**src/rtl/led_oneshot.sv**
```systemverilog
module led_oneshot #(
  parameter int PULSE_CYCLES = 10
) (
  input  logic clk,
  input  logic rst,
  input  logic sw,
  output logic led
);
  localparam int CNT_W = (PULSE_CYCLES > 2) ? $clog2(PULSE_CYCLES) : 1;
  localparam logic [CNT_W-1:0] LAST = CNT_W'(PULSE_CYCLES - 1);

  typedef enum logic [1:0] {IDLE, LIT, HOLD} st_t;

  st_t st, st_n;
  logic [CNT_W-1:0] cnt;
  logic done;

  assign done = (cnt == LAST);

  always_ff @(posedge clk) begin
    if (rst) st <= IDLE;
    else     st <= st_n;
  end

  always_ff @(posedge clk) begin
    if (rst || st != LIT) cnt <= '0;
    else                  cnt <= cnt + 1'b1;
  end

  always_comb begin
    st_n = st;
    case (st)
      IDLE: if (sw) st_n = LIT;
      LIT:  if (done) st_n = sw ? HOLD : IDLE;
      HOLD: if (!sw) st_n = IDLE;
      default: st_n = IDLE;
    endcase
  end

  assign led = (st == LIT);
endmodule

```
**config.mk**
```make
export PLATFORM = sky130hd
export DESIGN_NAME = led_oneshot
export DESIGN_NICKNAME = d
export VERILOG_FILES = /design/src/rtl/led_oneshot.sv
export SDC_FILE = /design/constraint.sdc
export NUM_CORES = 1
export LEC_CHECK = 0
export CAP_MARGIN = 20
export CORE_AREA = 8 8 45 47
export DETAILED_ROUTE_END_ITERATION = 10
export DIE_AREA = 0 0 53 55
export SYNTH_ARGS = -nofsm -noshare
export SYNTH_HDL_FRONTEND = slang
export SYNTH_SLANG_ARGS = --single-unit
```
**constraint.sdc**
```tcl
create_clock -name clk -period 1.3 [get_ports clk]
set_clock_uncertainty 0.15 [all_clocks]
set_input_delay 0.26 -clock clk [delete_from_list [all_inputs] [get_ports clk]]
set_output_delay 0.26 -clock clk [all_outputs]
set_load 0.005 [all_outputs]
```
==> metrics.md, run 1 <==
| Metric | Value |
|---|---|
| Status | complete, no violations |
| Final net count | 40 |
| Area of the mapped netlist | 272 um^2 |
| Grt ovf | 0 |
| Crit path required time | 1.28 ns |
| Die W | 53 um |
| HPWL Detailed | 354 um |
| Crit Path Max Fanout | 6 |
| Port bufs | 3 |
| Final core utilization | 0.261 |
| Skew-Pair Late Insertion Delay | 0.24 ns |
| CP Class | primary input to flip-flop |
| Ant diodes | 0 |
| Avg WL per Cell | 9.88 um |
| CP bufs+invs | 1 |
| Row cnt | 14 |
| Commonest non-fill, non-tap cell in the layout | dfxtp_1 |
| GR Util met1 | 0.0473 |
| Number of setup violations in the final report | 0 |
| Largest net degree at the start of global routing | 7 |
| Area occupied by multi-input gates | 154 um^2 |
| 1st-pass router iterations | 2 |
| Worst-path clk slew | 0.04 ns |
| Final WL | 484 um |
| Max cap viols | 0 |
| Cell family with most CP delay | buffers and inverters |
| Initial antenna violation count | 0 |
| Net Sw Power | 77.2 uW |
| DRC violations left | 0 |
| Synthesized flop and latch total | 6 |
| Area Growth Syn to Fin | 33.2% |
| Vias in the first global route | 206 |
| Crit path capture type | flip-flop |
| Sequential cell area | 121 um^2 |
| Crit path cell chain | clkdlybuf4s50_1, and4bb_2, a21o_1 |
| Cell internal pwr | 313 uW |
| Pleak | 0.000153 uW |
| Via Count | 197 |
| Hold crit path type | flip-flop to flip-flop |
| Net Sw Frac | 0.198 |
| YS warnings | 0 |
| Die area | 2920 um^2 |
| Core area | 1380 um^2 |
| First-pass GRT wire length | 855 um |
| Tmin final | 1.29 ns |
| F_max | 0.773 GHz |
| Average vias per placed instance | 4.02 |
| Clk sinks | 6 |
| Count of pins over their slew limit | 0 |
| Critical Path Start Type | primary input |
| Final worst-path cycle share | 0.995 |
| Critical Path AT | 1.27 ns |
| Fin Setup TNS | 0 ns |
| Grt met2 use | 0.0430 |
| Share of cells above drive strength 1 | 0.333 |
| Reg power frac | 0.493 |
| Combinational share of power | 0.084 |
| Final Hold Viols | 0 |
| Total track usage | 0.0449 |
| Worst slew pin tran | 0.217 ns |
| Syn Inst Count | 25 |
| Net count after synthesis | 30 |
| Power Dens Cells | 1080 nW/um^2 |
| Vert. Die Dim | 55 um |
| Clk pwr share | 0.423 |
| Root Buffer | clkbuf_4 |
| Cell at the slowest stage of the critical path | clkdlybuf4s50_1 |
| Leading cell types in the layout, fill and taps excluded | dfxtp_1 (5), nor2_1 (3), clkbuf_4 (3) |
| Longest Clk Path Bufs | 2 |
| Sequential-to-total area share from yosys stat | 0.442 |
| Syn_area_per_cell | 10.9 um^2 |
| I/O Pins | 4 |
| DRT iter0 DRCs | 3 |
| GR Util met3 | 0.0374 |
| Grt peak-use layer | met4 |
| Initial core utilization | 0.196 |
| Slew headroom | 0.853 |
| Placer congestion estimate | 0.683 |
| Distinct cells, synth | 17 |
| Max H-tree Level | 1 |
| Clock buffer count from CTS | 3 |
| Layout filler cell count | 153 |
| Post-CTS setup buffers | 0 |
| CP peak stage delay | 0.59 ns |
| Hold buffers post-CTS | 0 |
| Peak VDD IR | 0.332 mV |
| CTS tree | built |
| Antenna viol nets, final | 0 |
## power by group through the flow
stage | clock [uW] | combinational (uW) | sequential (uW)
2_1_floorplan | 0 | 14.1 | 196
3_3_place_gp | 0 | 33.6 | 196
3_5_place_dp | 0 | 33.8 | 196
4_1_cts | 179 | 33.4 | 192
5_1_grt | 197 | 36.9 | 193
6_report | 165 | 32.7 | 193
## sequential cells by signal, indices dropped and copies added, names as in the netlist
signal  flops
st          2
cnt         4
## cells in the mapped netlist (all sizes together)
master | instances | area share
nor2b | 1 | 0.023
nor3b | 1 | 0.028
nor4 | 1 | 0.023
a21o | 1 | 0.028
dfxtp | 6 | 0.44
nor2 | 4 | 0.065
mux2 | 1 | 0.041
nand3 | 1 | 0.018
xnor2 | 1 | 0.032
inv | 1 | 0.014
and4b | 1 | 0.037
nor4bb | 1 | 0.037
and4bb | 1 | 0.046
or3b | 1 | 0.041
nor4b | 1 | 0.032
ha | 2 | 0.092
## area by class of cell
cell class / instances / share of cell area
multi-input combinational: 18 / 0.426
sequential: 6 / 0.336
timing repair buffer: 5 / 0.111
clock buffer: 3 / 0.0623
tap: 16 / 0.0554
inverter: 1 / 0.0104
## final timing paths
kind                            slack, ns    from  endpoint  cells after the start
worst max register to register       0.11  cnt[1]     st[0]                      4
worst min-delay path                 0.31  cnt[0]    cnt[0]                      1
worst min register to register       0.31  cnt[0]    cnt[0]                      1
worst max-delay path                0.006     rst     st[1]                      3
## worst register-to-register path, delay by kind of cell, from the launching register on
| family | cells | cell delay, ns |
|---|---|---|
| adder cells (fa/ha/maj) | 1 | 0.17 |
| buffers and inverters | 1 | 0.04 |
| flip-flops | 1 | 0.33 |
| AND/OR/NAND/NOR | 2 | 0.41 |
## logic make-up (layout without fill, tap and decap cells)
group           Yosys count  after routing  synth area share
compound gates            1              1            0.0277
mux                       1              1            0.0415
simple gates             13             13             0.350
fa+ha+maj                 2              2            0.0922
flops                     6              6             0.442
buf+inv                   1              9            0.0138
xor+xnor                  1              1            0.0323
## through the flow
stage	setup WS, ns	hold slack [ns]	area (um^2)	std cells	total power, uW
after floorplan	0.171	0.189	272	25	210
after global placement	-0.205	0.302	337	46	229
after detailed placement	-0.215	0.310	337	46	230
after CTS	0.000665	0.320	360	49	405
after global routing	-0.00132	0.362	362	49	427
final	0.00591	0.314	362	49	390
## layer usage
metal / wire length [um] / vias to the layer above
met2: 207 / 4
met3: 42 / 0
met4: 0 / 0
li1: - / 106
met5: 0 / -
met1: 234 / 87
## repair_timing
item | in CTS | in global routing
gates cloned | 0 | 0
gates resized for setup | 3 | 3
endpoints found under the setup margin | 1 | 2
No activity file was read; power rests on OpenSTA's default activity.
==> run 2: changes to the inputs <==
Settings changed: HOLD_SLACK_MARGIN from default to 0.15.
==> results of run 2 <==
Same layout as run 1: the final DEF is identical, and so are final timing and power.
